<file path="src/rtl/ecu_pkg.sv">
package ecu_pkg;
  localparam logic [15:0] OFS_CTRL = 16'h0408;
  localparam logic [15:0] OFS_MASK = 16'h0800;
  localparam logic [15:0] OFS_STAT = 16'h0808;
  localparam logic [15:0] OFS_CLR  = 16'h080C;
  localparam logic [15:0] OFS_EN   = 16'h1C00;
  localparam logic [15:0] OFS_SEL  = 16'h1D00;
  localparam logic [15:0] OFS_CNT  = 16'h1E00;
  localparam int RUN_BIT        = 17;
  localparam int CODES_PER_SEL  = 4;
  localparam int SEL_STRIDE     = 32 / CODES_PER_SEL;
endpackage

</file>
<file path="src/rtl/ecu_slice.sv">
module ecu_slice #(
  parameter int CNT_W  = 48,
  parameter int CODE_W = 8
) (
  input  logic                 clk,
  input  logic                 rst_n,
  input  logic [2**CODE_W-1:0] evt_pulse,
  input  logic [CODE_W-1:0]    code,
  input  logic                 run,
  input  logic                 wr_en,
  input  logic [CNT_W-1:0]     wr_mask,
  input  logic [CNT_W-1:0]     wr_val,
  input  logic                 clr,
  output logic [CNT_W-1:0]     cnt_q,
  output logic                 stat_q
);
  logic hit, wrap;

  // A parked code never counts, even though line [all ones] exists
  assign hit  = run && (code != {CODE_W{1'b1}}) && evt_pulse[code];
  assign wrap = hit && !wr_en && (cnt_q == {CNT_W{1'b1}});

  always_ff @(posedge clk) begin
    if (!rst_n) begin
      cnt_q  <= '0;
      stat_q <= 1'b0;
    end else begin
      if (wr_en)
        cnt_q <= (cnt_q & ~wr_mask) | (wr_val & wr_mask);
      else if (hit)
        cnt_q <= cnt_q + 1'b1;
      if (wrap)
        stat_q <= 1'b1;
      else if (clr)
        stat_q <= 1'b0;
    end
  end
endmodule

</file>
<file path="src/rtl/ecu_readback.sv">
module ecu_readback #(
  parameter int NUM_CNT = 8,
  parameter int CNT_W   = 48,
  parameter int CODE_W  = 8,
  localparam int IDX_W  = $clog2(NUM_CNT),
  localparam int NUM_SEL = (NUM_CNT + ecu_pkg::CODES_PER_SEL - 1) / ecu_pkg::CODES_PER_SEL
) (
  input  logic [15:0]               addr,
  input  logic                      in_cnt,
  input  logic [IDX_W-1:0]          cnt_idx,
  input  logic                      hi_half,
  input  logic                      wide,
  input  logic                      run_q,
  input  logic [NUM_CNT-1:0]        en_q,
  input  logic [NUM_CNT-1:0]        mask_q,
  input  logic [NUM_CNT-1:0]        stat_q,
  input  logic [NUM_CNT*CODE_W-1:0] sel_flat,
  input  logic [NUM_CNT*CNT_W-1:0]  cnt_flat,
  output logic [63:0]               rdata
);
  import ecu_pkg::*;
  logic [CNT_W-1:0] cv;

  always_comb begin
    cv    = cnt_flat[cnt_idx*CNT_W +: CNT_W];
    rdata = '0;
    if (in_cnt) begin
      if (hi_half)   rdata = 64'(cv >> 32);
      else if (wide) rdata = 64'(cv);
      else           rdata = 64'(cv[31:0]);
    end else begin
      if (addr == OFS_CTRL) rdata[RUN_BIT]      = run_q;
      if (addr == OFS_EN)   rdata[NUM_CNT-1:0]  = en_q;
      if (addr == OFS_MASK) rdata[NUM_CNT-1:0]  = mask_q;
      if (addr == OFS_STAT) rdata[NUM_CNT-1:0]  = stat_q;
      for (int g = 0; g < NUM_SEL; g++) begin
        if (addr == OFS_SEL + 16'(4 * g)) begin
          rdata[31:0] = '1;
          for (int k = 0; k < CODES_PER_SEL; k++)
            if (g * CODES_PER_SEL + k < NUM_CNT)
              rdata[k*SEL_STRIDE +: SEL_STRIDE] =
                SEL_STRIDE'(sel_flat[(g*CODES_PER_SEL+k)*CODE_W +: CODE_W]);
        end
      end
    end
  end
endmodule

</file>
<file path="src/rtl/ecu_unit.sv">
module ecu_unit #(
  parameter int NUM_CNT = 8,
  parameter int CNT_W   = 48,
  parameter int CODE_W  = 8
) (
  input  logic                 clk,
  input  logic                 rst_n,
  input  logic                 req_valid,
  input  logic                 req_write,
  input  logic                 req_wide,
  input  logic [15:0]          req_addr,
  input  logic [63:0]          req_wdata,
  input  logic [2**CODE_W-1:0] evt_pulse,
  output logic                 rsp_valid,
  output logic [63:0]          rsp_rdata,
  output logic                 irq
);
  import ecu_pkg::*;
  localparam int IDX_W   = $clog2(NUM_CNT);
  localparam int HI_W    = CNT_W - 32;
  localparam int NUM_SEL = (NUM_CNT + CODES_PER_SEL - 1) / CODES_PER_SEL;

  logic                      wr, in_cnt, hi_half;
  logic [15:0]               cnt_off;
  logic [IDX_W-1:0]          cnt_idx;
  logic                      run_q;
  logic [NUM_CNT-1:0]        en_q, mask_q, stat_q, clr_vec, wr_hit;
  logic [CODE_W-1:0]         sel_q [NUM_CNT];
  logic [NUM_CNT*CODE_W-1:0] sel_flat;
  logic [NUM_CNT*CNT_W-1:0]  cnt_flat;
  logic [CNT_W-1:0]          wr_mask, wr_val;
  logic [63:0]               rd_next;

  assign wr      = req_valid && req_write;
  assign cnt_off = req_addr - OFS_CNT;
  assign in_cnt  = (req_addr >= OFS_CNT) && (req_addr < OFS_CNT + 16'(8 * NUM_CNT))
                   && (cnt_off[1:0] == 2'b00);
  assign cnt_idx = cnt_off[IDX_W+2:3];
  assign hi_half = cnt_off[2];
  assign clr_vec = (wr && req_addr == OFS_CLR) ? req_wdata[NUM_CNT-1:0] : '0;

  // Which bits of the counter a write touches and where the data lands
  always_comb begin
    if (hi_half) begin
      wr_mask = {{HI_W{1'b1}}, 32'h0};
      wr_val  = {req_wdata[HI_W-1:0], 32'h0};
    end else if (req_wide) begin
      wr_mask = '1;
      wr_val  = req_wdata[CNT_W-1:0];
    end else begin
      wr_mask = {{HI_W{1'b0}}, 32'hFFFF_FFFF};
      wr_val  = {{HI_W{1'b0}}, req_wdata[31:0]};
    end
  end

  always_ff @(posedge clk) begin
    if (!rst_n) begin
      run_q  <= 1'b0;
      en_q   <= '0;
      mask_q <= '1;
      for (int i = 0; i < NUM_CNT; i++) sel_q[i] <= '1;
    end else if (wr) begin
      if (req_addr == OFS_CTRL) run_q  <= req_wdata[RUN_BIT];
      if (req_addr == OFS_EN)   en_q   <= req_wdata[NUM_CNT-1:0];
      if (req_addr == OFS_MASK) mask_q <= req_wdata[NUM_CNT-1:0];
      for (int g = 0; g < NUM_SEL; g++)
        if (req_addr == OFS_SEL + 16'(4 * g))
          for (int k = 0; k < CODES_PER_SEL; k++)
            if (g * CODES_PER_SEL + k < NUM_CNT)
              sel_q[g*CODES_PER_SEL+k] <= req_wdata[k*SEL_STRIDE +: CODE_W];
    end
  end

  generate
    for (genvar i = 0; i < NUM_CNT; i++) begin : g_slice
      assign wr_hit[i] = wr && in_cnt && (cnt_idx == IDX_W'(i));
      assign sel_flat[i*CODE_W +: CODE_W] = sel_q[i];
      ecu_slice #(.CNT_W(CNT_W), .CODE_W(CODE_W)) i_slice (
        .clk      (clk),
        .rst_n    (rst_n),
        .evt_pulse(evt_pulse),
        .code     (sel_q[i]),
        .run      (run_q && en_q[i]),
        .wr_en    (wr_hit[i]),
        .wr_mask  (wr_mask),
        .wr_val   (wr_val),
        .clr      (clr_vec[i]),
        .cnt_q    (cnt_flat[i*CNT_W +: CNT_W]),
        .stat_q   (stat_q[i])
      );
    end
  endgenerate

  ecu_readback #(.NUM_CNT(NUM_CNT), .CNT_W(CNT_W), .CODE_W(CODE_W)) i_readback (
    .addr    (req_addr),
    .in_cnt  (in_cnt),
    .cnt_idx (cnt_idx),
    .hi_half (hi_half),
    .wide    (req_wide),
    .run_q   (run_q),
    .en_q    (en_q),
    .mask_q  (mask_q),
    .stat_q  (stat_q),
    .sel_flat(sel_flat),
    .cnt_flat(cnt_flat),
    .rdata   (rd_next)
  );

  always_ff @(posedge clk) begin
    if (!rst_n) begin
      rsp_valid <= 1'b0;
      rsp_rdata <= '0;
    end else begin
      rsp_valid <= req_valid && !req_write;
      if (req_valid && !req_write) rsp_rdata <= rd_next;
    end
  end

  assign irq = |(stat_q & ~mask_q);
endmodule

</file>
<file path="config.mk">
export PLATFORM = sky130hd
export DESIGN_NAME = ecu_unit
export DESIGN_NICKNAME = d
export VERILOG_FILES = /design/src/rtl/ecu_pkg.sv /design/src/rtl/ecu_slice.sv /design/src/rtl/ecu_readback.sv /design/src/rtl/ecu_unit.sv
export SDC_FILE = /design/constraint.sdc
export NUM_CORES = 2
export LEC_CHECK = 0
export ABC_AREA = 1
export BUFFER_PORTS_ARGS = -buffer_cell sky130_fd_sc_hd__clkbuf_2
export CORE_ASPECT_RATIO = 2
export CORE_MARGIN = 3
export CORE_UTILIZATION = 30
export DETAILED_ROUTE_END_ITERATION = 7
export GPL_TIMING_DRIVEN = 1
export SYNTH_ARGS = -nofsm -noshare
export SYNTH_HDL_FRONTEND = slang
export SYNTH_SLANG_ARGS = --single-unit
</file>
<file path="constraint.sdc">
create_clock -name clk -period 4.45 [get_ports clk]
set_input_delay 0.2225 -clock clk [delete_from_list [all_inputs] [get_ports clk]]
set_output_delay 0.2225 -clock clk [all_outputs]
set_load 0.005 [all_outputs]
</file>
==> results of run 1 <==
==> through the flow <==
step / setup slack [ns] / cells
4_1_cts: 0.5542 / 13610
3_5_place_dp: 0.5978 / 13510
2_1_floorplan: 0.5817 / 10850
3_3_place_gp: 0.6135 / 13510
==> Yosys cell counts, drive strengths merged, types with 2 or more instances <==
cell type  count  area share (%)
nand3b        49            0.62
a221oi        36            0.53
o22ai        108             1.1
a41oi          3           0.044
dfxtp        458              15
nor4b          4           0.059
nor3b          9            0.12
o311ai         6           0.089
o2111ai       10            0.15
nor3         179             1.6
clkbuf       322             2.0
and3           6           0.063
buf          447             4.2
o211ai       322             4.1
clkinv        24            0.15
nand4        103             1.1
a21boi         8            0.10
a31oi         29            0.31
nand2       3115              20
or2           41            0.43
xnor2         24            0.35
a21o           2           0.025
a211oi        13            0.16
nor2        1085             7.1
o21ai        938             7.9
o31ai          5           0.063
and2           2           0.021
a21oi        823             7.1
inv          904             5.7
a2111oi        3           0.044
edfxtp        64             3.2
a22oi         39            0.49
nor4          73            0.77
nand3       1363              12
ha             8            0.17
o221ai        12            0.18
xor2         192             2.8
==> what timing repair did <==
action,4_1_cts
hold endpoints to repair,42
setup endpoints to repair,0
hold buffers,15
gates resized for setup,0
buffers inserted,0
==> cells by family after synthesis <==
logic type | count (synthesis) | synth area share [%]
and+or+nand+nor | 6031 | 43.28
DFF | 522 | 18.73
other | 1 | 0.006332
xor gates and xnor gates | 216 | 3.194
AOI/OAI and AO/OA | 2359 | 22.45
buffers and inverters | 1697 | 12.17
adders and majority gates | 8 | 0.1690
==> per-layer routing <==
layer	GRT usage, %	GRT overflow
met1	60.84	1
met2	84.72	450
met3	45.00	9
met4	67.64	382
met5	14.67	3
==> results.json, run 1 <==
{
  "die_h_um": 634.3,
  "stop_stage": "global routing",
  "synth.ff_latch_count": 522,
  "syn_avg_cell_area_um2": 5.466,
  "status": "stopped before the end",
  "wire_length_of_the_first_global_routing_pass_mm": 933.5,
  "ioPinCount": 407,
  "first-error": "[ERROR GRT-0116] Global routing finished with congestion. Check the congestion regions in the DRC Viewer.",
  "cts_inserted_buffers": 48,
  "post_synthesis_cell_count": 10830,
  "async_flop_share_pct": 0,
  "grt.overflow.total": 845,
  "gp_congestion": 1.218,
  "h-tree-depth": 2,
  "clock_sinks": 522,
  "die_width_um": 320.2,
  "track_usage_pct": 63.77,
  "synth.yosys.seq_area_share_pct": 18.73,
  "synth_edf_count": 64,
  "ctsRootBufferMaster": "sky130_fd_sc_hd__clkbuf_16",
  "dp_wirelength_mm": 425.3,
  "ys.flop_type": "sky130_fd_sc_hd__dfxtp_1",
  "netlist_area_um2": 59220,
  "grt_pass1_vias": 95140,
  "fp_rows": 230,
  "clock_tree.buffer_depth": 3,
  "yosysWarningCount": 0,
  "placedInstanceArea_um2": 65810,
  "synth_cell_types": 60,
  "grt_max_degree": 123,
  "count_of_input_and_output_buffers": 374,
  "floorplan.initialDensity_pct": 30.17
}
==> run 2, diff against run 1 <==
--- a/config.mk
+++ b/config.mk
@@ -7,11 +7,11 @@
 export LEC_CHECK = 0
 export ABC_AREA = 1
 export BUFFER_PORTS_ARGS = -buffer_cell sky130_fd_sc_hd__clkbuf_2
-export CORE_ASPECT_RATIO = 2
 export CORE_MARGIN = 3
-export CORE_UTILIZATION = 30
+export CORE_UTILIZATION = 20
 export DETAILED_ROUTE_END_ITERATION = 7
 export GPL_TIMING_DRIVEN = 1
+export PLACE_DENSITY_LB_ADDON = 0.15
 export SYNTH_ARGS = -nofsm -noshare
 export SYNTH_HDL_FRONTEND = slang
 export SYNTH_SLANG_ARGS = --single-unit
==> run 2 against run 1 <==
  * The flow now finishes, with violations (hold timing)
  * Area after synthesis is the same
  * Synthesized cell count unchanged
==> results.json, run 2 <==
{
  "drive_above_1_share_pct": 9.281,
  "drt_wl_total_mm": 457.1,
  "violated_checks": "hold timing",
  "post_synthesis_cell_count": 10830,
  "grt_pass1_vias": 70820,
  "initialDrtViolationCount": 12240,
  "track_usage_pct": 28.69,
  "clock_skew_ns": 0.03658,
  "worst-endpoint-arrival_ns": 4.86,
  "netlist_area_um2": 59220,
  "number_of_nets_in_the_layout": 11250,
  "dp_wirelength_mm": 348.7,
  "fp.coreArea_um2": 294300,
  "syn2layout_area_growth_pct": 16.08,
  "placedInstanceArea_um2": 65850,
  "grt.overflow.total": 0,
  "h-tree-depth": 3,
  "floorplan.initialDensity_pct": 20.12,
  "synth_cell_types": 60,
  "grt_max_degree": 144,
  "endpoint_kind": "flop",
  "drcViolationCount": 0,
  "placed_cells": 14720,
  "tightest_slew_ns": 1.257,
  "power_density_nw_per_um2": 230.6,
  "synth.most_common_cell": "sky130_fd_sc_hd__nand2_1",
  "rsz0062_at_grt": "no",
  "cts_inserted_buffers": 72,
  "worstSetupPathType": "reg2reg",
  "cp_data_required_time_ns": 5.10,
  "worst_skew_pair.late_latency_ns": 0.72,
  "hold_path.class": "in2reg",
  "largest_stage_delay_worst_path_ns": 0.85,
  "fill_cells": 34670,
  "clock_tree.buffer_depth": 3,
  "tritoncts": "yes",
  "critical_path.startpoint_type": "flop",
  "die_area_um2": 302700,
  "synth.ff_latch_count": 522,
  "slowest_cell_on_crit_path": "sky130_fd_sc_hd__clkinv_1",
  "cell_chain_of_the_critical_path": "clkinv_1 > buf_4 > nand3_1 > nand3_1 > nand3_1 > nand3_1 > nand2_1 > nand3_1 > nand2_1 > nand2_1 > nand2_4 > nand2_2 > nand2_1 > nand2_1 > nor2_1",
  "die_width_um": 550.2,
  "wire_length_of_the_first_global_routing_pass_mm": 610.9,
  "final.setup.tns_ns": 0,
  "via_count": 80440,
  "yosysTopAreaCell": "sky130_fd_sc_hd__nand2_1",
  "layout_worst_path_cycle_share_pct": 94.62,
  "ioPinCount": 407,
  "max_clock_freq_mhz": 237.5,
  "ctsRootBufferMaster": "sky130_fd_sc_hd__clkbuf_16",
  "synth.yosys.seq_area_share_pct": 18.73,
  "instances_no_fill": 14950,
  "worst_setup_hold_path_clk_slew_ns": 0.07,
  "yosys-top-cells-count": "3,100 x sky130_fd_sc_hd__nand2_1, 1,357 x sky130_fd_sc_hd__nand3_1, 1,047 x sky130_fd_sc_hd__nor2_1",
  "relSlewSlack_pct": 16.08,
  "critical_path_maximum_fanout": 24,
  "synth.area.top_cells": "sky130_fd_sc_hd__nand2_1 20%, sky130_fd_sc_hd__dfxtp_1 15%, sky130_fd_sc_hd__nand3_1 11%, sky130_fd_sc_hd__o21ai_0 7.5%, sky130_fd_sc_hd__a21oi_1 6.8%",
  "final_cell_area_um2": 68750,
  "status": "finished with violations",
  "power.ir.vdd_worst_mv": 0.2743,
  "final_hold_violations": 1,
  "final_max_slew_viol_count": 0,
  "post_drt_wl_per_cell_um": 30.58,
  "async_flop_share_pct": 0,
  "layout_min_cycle_time_ns": 4.211,
  "drt.antenna.violating_nets": 0,
  "fp_rows": 199,
  "worst_hold_slack_ns": -0.004955,
  "die_h_um": 550.2,
  "yosysWarningCount": 0,
  "gp_congestion": 1.033,
  "synth_edf_count": 64,
  "layout_commonest_cell": "sky130_fd_sc_hd__nand2_1",
  "routed_via_density": 5.383,
  "synthDominantCellAreaShare_pct": 19.65,
  "mostFrequentLayoutCells": "3,095 x sky130_fd_sc_hd__nand2_1, 1,356 x sky130_fd_sc_hd__nand3_1, 1,036 x sky130_fd_sc_hd__nor2_1",
  "cap_violations": 0,
  "ys.flop_type": "sky130_fd_sc_hd__dfxtp_1",
  "detailedRoute.firstPassIterationCount": 8,
  "antenna_found_initial": 110,
  "clock_sinks": 522,
  "count_of_input_and_output_buffers": 374,
  "setup_viol_count_final": 0,
  "syn_avg_cell_area_um2": 5.466,
  "leakage_uw": 0.02743
}
==> run 2: cell families after synthesis <==
logic type / Yosys count / share of synthesized area (%)
buffers and inverters: 1697 / 12.17
DFF: 522 / 18.73
xor gates and xnor gates: 216 / 3.194
adders and majority gates: 8 / 0.1690
AOI/OAI and AO/OA: 2359 / 22.45
and+or+nand+nor: 6031 / 43.28
other: 1 / 0.006332
==> run 2: worst max-delay path, delay by kind of cell (launching register included) <==
family,cells,cell delay (ns)
AND/OR/NAND/NOR,13,2.38
buffers and inverters,2,1.36
flip-flops,1,0.34
==> run 2: cell type report <==
type | instances | area (um2) | area share, %
clock buffers | 95 | 1978 | 2.877
multi-input cells | 8630 | 41080 | 59.76
flip-flops and latches | 522 | 11090 | 16.13
diodes | 68 | 170.2 | 0.2475
inverters | 928 | 3486 | 5.071
repair buffers | 747 | 5518 | 8.026
clock inverters | 36 | 516.7 | 0.7517
well taps | 3919 | 4903 | 7.133
==> run 2: repair_timing <==
action | 4_1_cts | 5_1_grt
setup buffers | 0 | 0
hold buffers | 23 | 0
endpoints found under the hold margin | 84 | 0
gates resized for setup | 0 | 0
==> run 2: report_power, final <==
group	internal, uW	switching [uW]
Sequential	4810	86.1
Clock	3700	2720
Combinational	1080	3460
Total	9590	6260
==> run 2: final timing paths <==
kind	start	end	slack, ns	cells past startpoint
setup / recovery	sel_q[1][10]	flop	0.24	15
setup reg to reg	sel_q[1][10]	flop	0.24	15
hold / removal	req_wdata[17]	run_q	-0.005	3
hold reg to reg	rsp_rdata[15]	rsp_rdata[15]	0.47	2
==> run 2: stage by stage <==
| stage | utilization, % | power (uW) | setup slack [ns] | hold slack, ns |
|---|---|---|---|---|
| floorplan | - | 7034 | 0.5817 | 0.3489 |
| global placement | 22.38 | 9320 | 0.4011 | 0.4581 |
| detailed placement | 22.38 | 9305 | 0.4088 | 0.4610 |
| CTS | 23.30 | 15780 | 0.3871 | 0.001947 |
| global route | 23.33 | 16220 | 0.2218 | 0.01025 |
| finish | 23.36 | 15850 | 0.2394 | -0.004955 |
==> run 2: layer usage <==
layer / track usage (%) / wire length (um)
met4: 21.26 / 38350
met1: 36.21 / 180100
met3: 5.642 / 43300
met2: 43.21 / 195100
met5: 0 / 251
(Power assumes the default switching activity.)
